`src/rtl/zrs_pkg.sv`:
```
package zrs_pkg;
  typedef enum logic {
    CTR_RUN  = 1'b0,
    CTR_DONE = 1'b1
  } ctr_state_e;
endpackage

```
`src/rtl/zrs_addr_ctr.sv`:
```
module zrs_addr_ctr #(
  parameter int ADDR_W = 8
) (
  input  logic              clk,
  input  logic              rst_n,
  input  logic              load,
  input  logic [ADDR_W-1:0] load_addr,
  input  logic              step,
  input  logic              wrap_en,
  output logic [ADDR_W-1:0] addr,
  output logic              past_end
);
  import zrs_pkg::*;
  localparam logic [ADDR_W-1:0] LAST = '1;

  ctr_state_e state_q;

  always_ff @(posedge clk) begin
    if (!rst_n) begin
      addr    <= '0;
      state_q <= CTR_RUN;
    end else if (load) begin
      addr    <= load_addr;
      state_q <= CTR_RUN;
    end else if (step && state_q == CTR_RUN) begin
      if (addr == LAST) begin
        if (wrap_en) addr <= '0;
        else state_q <= CTR_DONE;
      end else begin
        addr <= addr + 1'b1;
      end
    end
  end

  assign past_end = (state_q == CTR_DONE);
endmodule

```
`src/rtl/zrs_zone_gate.sv`:
```
module zrs_zone_gate #(
  parameter int ADDR_W = 8,
  parameter int DATA_W = 8,
  parameter int ZONES  = 16
) (
  input  logic [ADDR_W-1:0] addr,
  input  logic [ZONES-1:0]  perm,
  input  logic              past_end,
  input  logic [DATA_W-1:0] rdata,
  output logic [DATA_W-1:0] byte_out
);
  localparam int ZB = $clog2(ZONES);
  localparam logic [DATA_W-1:0] FILL = '1;

  logic [ZB-1:0] zone;
  logic          allowed;

  assign zone    = addr[ADDR_W-1 -: ZB];
  assign allowed = perm[zone];

  always_comb begin
    if (past_end || !allowed) byte_out = FILL;
    else byte_out = rdata;
  end
endmodule

```
`src/rtl/zrs_out_reg.sv`:
```
module zrs_out_reg #(
  parameter int DATA_W = 8
) (
  input  logic              clk,
  input  logic              rst_n,
  input  logic              load,
  input  logic [DATA_W-1:0] load_data,
  input  logic              out_ready,
  output logic              out_valid,
  output logic [DATA_W-1:0] out_data,
  output logic              can_take
);
  assign can_take = !out_valid || out_ready;

  always_ff @(posedge clk) begin
    if (!rst_n) begin
      out_valid <= 1'b0;
      out_data  <= '0;
    end else if (load) begin
      out_valid <= 1'b1;
      out_data  <= load_data;
    end else if (out_ready) begin
      out_valid <= 1'b0;
    end
  end
endmodule

```
`src/rtl/zoned_read_seq.sv`:
```
module zoned_read_seq #(
  parameter int ADDR_W = 8,
  parameter int DATA_W = 8,
  parameter int ZONES  = 16
) (
  input  logic              clk,
  input  logic              rst_n,
  input  logic              start,
  input  logic [ADDR_W-1:0] start_addr,
  input  logic              wrap_en,
  input  logic [ZONES-1:0]  zone_perm,
  input  logic              req_valid,
  output logic              req_ready,
  output logic [ADDR_W-1:0] mem_addr,
  input  logic [DATA_W-1:0] mem_rdata,
  output logic              rd_valid,
  input  logic              rd_ready,
  output logic [DATA_W-1:0] rd_data,
  output logic              err
);
  logic              accepted;
  logic              past_end;
  logic              slot_free;
  logic [DATA_W-1:0] gated;

  assign req_ready = !start && slot_free;
  assign accepted  = req_valid && req_ready;

  zrs_addr_ctr #(.ADDR_W(ADDR_W)) u_ctr (
    .clk(clk), .rst_n(rst_n), .load(start), .load_addr(start_addr),
    .step(accepted), .wrap_en(wrap_en), .addr(mem_addr), .past_end(past_end)
  );

  zrs_zone_gate #(.ADDR_W(ADDR_W), .DATA_W(DATA_W), .ZONES(ZONES)) u_gate (
    .addr(mem_addr), .perm(zone_perm), .past_end(past_end),
    .rdata(mem_rdata), .byte_out(gated)
  );

  zrs_out_reg #(.DATA_W(DATA_W)) u_out (
    .clk(clk), .rst_n(rst_n), .load(accepted), .load_data(gated),
    .out_ready(rd_ready), .out_valid(rd_valid), .out_data(rd_data),
    .can_take(slot_free)
  );

  always_ff @(posedge clk) begin
    if (!rst_n) err <= 1'b0;
    else if (start) err <= 1'b0;
    else if (accepted && past_end) err <= 1'b1;
  end
endmodule

```
`config.mk`:
```
export PLATFORM = sky130hd
export DESIGN_NAME = zoned_read_seq
export DESIGN_NICKNAME = d
export VERILOG_FILES = /design/src/rtl/zrs_pkg.sv /design/src/rtl/zrs_addr_ctr.sv /design/src/rtl/zrs_zone_gate.sv /design/src/rtl/zrs_out_reg.sv /design/src/rtl/zoned_read_seq.sv
export SDC_FILE = /design/constraint.sdc
export NUM_CORES = 1
export LEC_CHECK = 0
export BUFFER_PORTS_ARGS = -buffer_cell sky130_fd_sc_hd__buf_2
export CAP_MARGIN = 40
export CORE_ASPECT_RATIO = 0.75
export CORE_UTILIZATION = 44
export DETAILED_ROUTE_END_ITERATION = 6
export PLACE_DENSITY = 0.78
export REMOVE_ABC_BUFFERS = 1
export SETUP_SLACK_MARGIN = 0.4
export SYNTH_ARGS = -nofsm -noshare
export SYNTH_HDL_FRONTEND = slang
export SYNTH_SLANG_ARGS = --single-unit
```
`constraint.sdc`:
```
create_clock -name clk -period 2.25 [get_ports clk]
set_input_delay 0.45 -clock clk [delete_from_list [all_inputs] [get_ports clk]]
set_output_delay 0.45 -clock clk [all_outputs]
set_load 0.02 [all_outputs]
```
=== After elaboration in Yosys (flattened, before gate mapping) ===
Index checks and enable logic that the tools add are counted.

* Bits in registers: 19
* Output and inout bits: 19
* Word-level logic and storage cells: 35

* Add/sub/neg operators: 1
* Magnitude comparators: 1
* Eq/ne operators: 2
* Muxes and demuxes: 9
* Bitwise logic cells: 3
* Reduce and logical (&&, ||, !) cells: 14

{| class="wikitable"
|+ Operators by type and width
! kind !! count
|-
| 8-bit two-way mux || 5
|-
| 8-bit by 1-bit adder with 8-bit output (second input constant) || 1
|-
| 8-bit equality test (second input constant) || 1
|-
| 4-bit by 5-bit less-than comparator with 1-bit output (second input constant) || 1
|-
| 1-bit binary-select mux with 4-bit select || 1
|-
| 1-bit logical AND || 4
|-
| 2-bit nonzero test || 2
|-
| 1-bit logical NOT || 3
|-
| 1-bit two-way mux || 3
|-
| 3-bit != test (second input constant) || 1
|-
| 1-bit NOT || 3
|-
| 3-bit AND reduction || 1
|-
| 1-bit logical OR || 2
|-
| 2-bit AND reduction || 1
|-
| 2-bit OR reduction || 1
|}

=== Logic depth before layout (Yosys ltp) ===
* Depth in word-level cells: 7
* Gate-level depth with buffers: 6

=== Hierarchy ===
A second synthesis with hierarchy kept.

* Cells, all modules: 138
* Area total of the unflattened synthesis: 1218.7 sq um

{| class="wikitable"
|+ Modules (own cells, without submodules)
! module !! times used !! cells an instance !! area each (sq um)
|-
| zrs_addr_ctr || 1 || 72 || 575.6
|-
| zrs_out_reg || 1 || 29 || 339.1
|-
| zrs_zone_gate || 1 || 32 || 245.2
|-
| zoned_read_seq || 1 || 5 || 58.8
|}

=== Least setup slack after synthesis ===
Ideal clock, no wire load.

* Path type: reg-to-reg
* Start: register u_ctr.addr[6]
* End: register u_out.out_data[0]
* Setup time: 0.060 ns
* Arrival: 1.730 ns
* Data required time: 2.190 ns
* Slack: 0.460 ns
* Stages on the path, launching flop included: 7
* Buffers on the path: 1
* Period minus slack after synthesis: 1.790 ns
* Cell sequence: dfxtp_1 buf_6 mux4_2 o22ai_2 a311oi_2 o21ai_4 o221a_1

* Longest elaborated chain between the ends: 5

{| class="wikitable"
|+ Ends and longest elaborated chain
! item !! RTL line !! source
|-
| from (decl) || zrs_addr_ctr.sv:10 || <nowiki>output logic [ADDR_W-1:0] addr,</nowiki>
|-
| from (signal assigned) || zrs_addr_ctr.sv:23 || <nowiki>addr <= load_addr;</nowiki>
|-
| from (signal assigned) || zrs_addr_ctr.sv:30 || <nowiki>addr <= addr + 1'b1;</nowiki>
|-
| 1-bit binary-select mux with 4-bit select || zrs_zone_gate.sv:19 || <nowiki>assign allowed = perm[zone];</nowiki>
|-
| 1-bit two-way mux (implied by the code) || zrs_zone_gate.sv:19 ||
|-
| 1-bit logical NOT || zrs_zone_gate.sv:22 || <nowiki>if (past_end || !allowed) byte_out = FILL;</nowiki>
|-
| 1-bit logical OR || zrs_zone_gate.sv:22 ||
|-
| 8-bit two-way mux || zrs_zone_gate.sv:22 ||
|-
| to (signal assigned) || zrs_out_reg.sv:21 || <nowiki>out_data <= load_data;</nowiki>
|-
| to (decl) || zrs_out_reg.sv:10 || <nowiki>output logic [DATA_W-1:0] out_data,</nowiki>
|}

No other way between the ends. The select of a mux whose other input is x is not followed.
A chain may end at the register's enable or synchronous reset.

=== Final worst setup path ===
* Start: register u_ctr.addr[0]
* End: register u_ctr.addr[5]

* Longest elaborated chain between the ends: 4

{| class="wikitable"
|+ Ends and longest elaborated chain
! item !! RTL line !! source
|-
| 8-bit by 1-bit adder with 8-bit output / 8-bit equality test (equally long branches) || zrs_addr_ctr.sv:30, zrs_addr_ctr.sv:26 ||
|-
| 8-bit two-way mux || zrs_addr_ctr.sv:26 || <nowiki>if (addr == LAST) begin</nowiki>
|-
| 8-bit two-way mux || zrs_addr_ctr.sv:25 || <nowiki>end else if (step && state_q == CTR_RUN) begin</nowiki>
|-
| 8-bit two-way mux || zrs_addr_ctr.sv:22 || <nowiki>end else if (load) begin</nowiki>
|}

Parallel ways exist; a longest one is shown, timed or not. The select of a mux whose other input is x is not followed.

==> metrics.yaml <==
status: "finished with violations"
violations: "design-rule violations"
core_area_um2: 2290
grt_max_degree: 14
crit_fanout: 8
drive_gt1_share_pct: 44.3
syn_to_final_growth_pct: 30.7
die_w_um: 58.8
synth.avg_cell_area_um2: 9.59
grt.total_usage_pct: 21.3
synth_top_family_by_area: "compound AO/OA/AOI/OAI gates"
irDropWorstVdd_mv: 0.333
post-route-cell-area_um2: 1390
cts_sinks: 19
hold_class: "in -> reg"
synth_xor_xnor_area_share_pct: 1.65
synth-seq-cells: 19
reg2reg_setup_slack_ns: 0.51
placed_cell_area_um2: 1350
ctsHtreeMaxLevel: 1
netlist_area_um2: 1060
synth_compound_area_share_pct: 25.4
final_common_cell: "buf_2"
dp_hpwl_mm: 2.05
gp_congestion: 0.879
synth.area.mux_share_pct: 10.2
clkSlewWorstSetupHoldPaths_ns: 0.11
die_area_um2: 2620
end_kind: "flop"
required_ns: 2.48
clock_path_buffers: 2
clock.fmax_mhz: 575
clock_latency_ns: 0.30
cts_buffers: 3
antenna_cells: 0
grt_overflow_total: 0
yosys-top-cells-area: "dfxtp_1, o221a_1, mux4_2, a21oi_1, nand2_1"
yosys_warnings: 0
tritoncts: "yes"
grt_pass1_wl_mm: 4.11
post-place-ws_ns: 0.261
antenna_found_initial: 0
maxCapViolations: 0
grt_setup_unrepaired: "false"
drtAntennaViolNets: 0
mostFrequentLayoutCells: "buf_2, dfxtp_1, nand2_1, o221a_1, a21oi_1"
fin_skew_ns: 0.00915
relSlewSlack_pct: 64.9
synth_cells: 111
cp_data_arrival_time_ns: 1.97
maxSlewViolCount: 0
hold_buffers: 0
p_leak_uw: 0.000606
ys_types: 40
start_kind: "flop"
drc_errors: 4
grt_pass1_vias: 928
cts_root_buffer: "clkbuf_4"
period_minus_slack_ns: 1.74
fin_crit_sh_pct: 77.3
worstSetupPathType: "reg -> reg"
routed_via_density: 5.32
portBuffers: 56
die_y_um: 44.6
initial_core_util_pct: 46.5
num-nets-final: 207
drt_iter0_drc: 33
powerDensity_nw_per_um2: 529
whs_ns: 0.396
vias: 1070
firstDrtPassIters: 7
setup_viol: 0
seq_area_frac_synth_pct: 35.7
synth-simple-area-share_pct: 20.1
setup_tns_ns: 0
row_count: 15
setup_ws_ns: 0.512
wl_per_cell_um: 13.1
routed_wl_mm: 2.64
hold_violations: 0
yosys.area.top_type: "dfxtp_1"
synth.top_cell.area_share_pct: 35.7
io_pins: 57
tightest_slew_ns: 0.524
synth_fa_ha_area_share_pct: 1.18
[Yosys cell counts, drive strengths merged]
master and count:
nor3 2, xor2 1, nand2 9, o221a 8, nand3 4, mux2i 3
nor2 7, nand4 4, ha 1, inv 5, xnor2 1, o22ai 2
nor2b 3, and3b 1, a311oi 1, or2 1, or2b 1, mux2 1
o21bai 1, clkbuf 1, or3 1, dfxtp 19, buf 3, a21oi 9
mux4 3, and3 1, a22oi 3, o21ai 6, nand2b 1, dlygate4sd1 1
o21a 1, a31oi 3, and4 1, nand3b 2
[cell type report]
| type | count | area [um2] |
|---|---|---|
| clock buffers | 4 | 26.3 |
| fillers | 221 | 898 |
| inverters | 5 | 18.8 |
| multi-input cells | 82 | 631 |
| flip-flops and latches | 19 | 385 |
| well taps | 34 | 42.5 |
| repair buffers | 57 | 288 |
[cell families after synthesis]
| kind of cell | count (synthesis) |
|---|---|
| and+or+nand+nor | 38 |
| AOI/OAI and AO/OA | 34 |
| DFF | 19 |
| buffers and inverters | 10 |
| muxes | 7 |
| xor gates and xnor gates | 2 |
| adders and majority gates | 1 |
[worst max-delay path, cell delays in order, from the launching register on]
cell and delay (ns):
dfxtp_1 0.45, ha_1 0.35, nand4_1 0.28, a21oi_4 0.30, a22oi_1 0.12, a31oi_1 0.18
[where the power goes]
group          total [uW]  switching [uW]  internal, uW
clock                 170             101          69.0
combinational         184            96.8          87.0
sequential            383            24.5           358
total                 736             222           514
[routing by layer]
metal	wire length (um)	share of wire [%]	vias up	track usage (%)
met5	0	0	-	0
met4	14	0.53	0	5.71
met3	205	7.8	2	7.89
met2	1230	47	52	33.2
met1	1190	45	484	27.9
li1	-	-	532	-
[worst paths after layout]
path	startpoint	endpoint	cells after the start
max	u_ctr.addr[0]	u_ctr.addr[5]	5
max reg2reg	u_ctr.addr[0]	u_ctr.addr[5]	5
min	start_addr[5]	u_ctr.addr[5]	3
min reg2reg	err	err	2
[registers in the layout, summed over array words and instances (netlist names)]
register and cells:
u_ctr.past_end 1, err 1, u_ctr.addr 8, u_out.out_valid 1, u_out.out_data 8
[repair_timing]
action / 4_1_cts / 5_1_grt
gates resized for setup: 1 / 3
gates cloned: 0 / 0
setup endpoints to repair: 8 / 9
hold endpoints to repair: 0 / 0
buffers inserted: 0 / 0
[stage by stage]
step	std cells	utilization (%)	power, uW
finish	201	60.8	736
global route	201	60.8	780
CTS	201	60.3	743
detailed placement	197	59.1	572
global placement	197	59.1	566
floorplan	106	-	495
(Power assumes the default switching activity.)
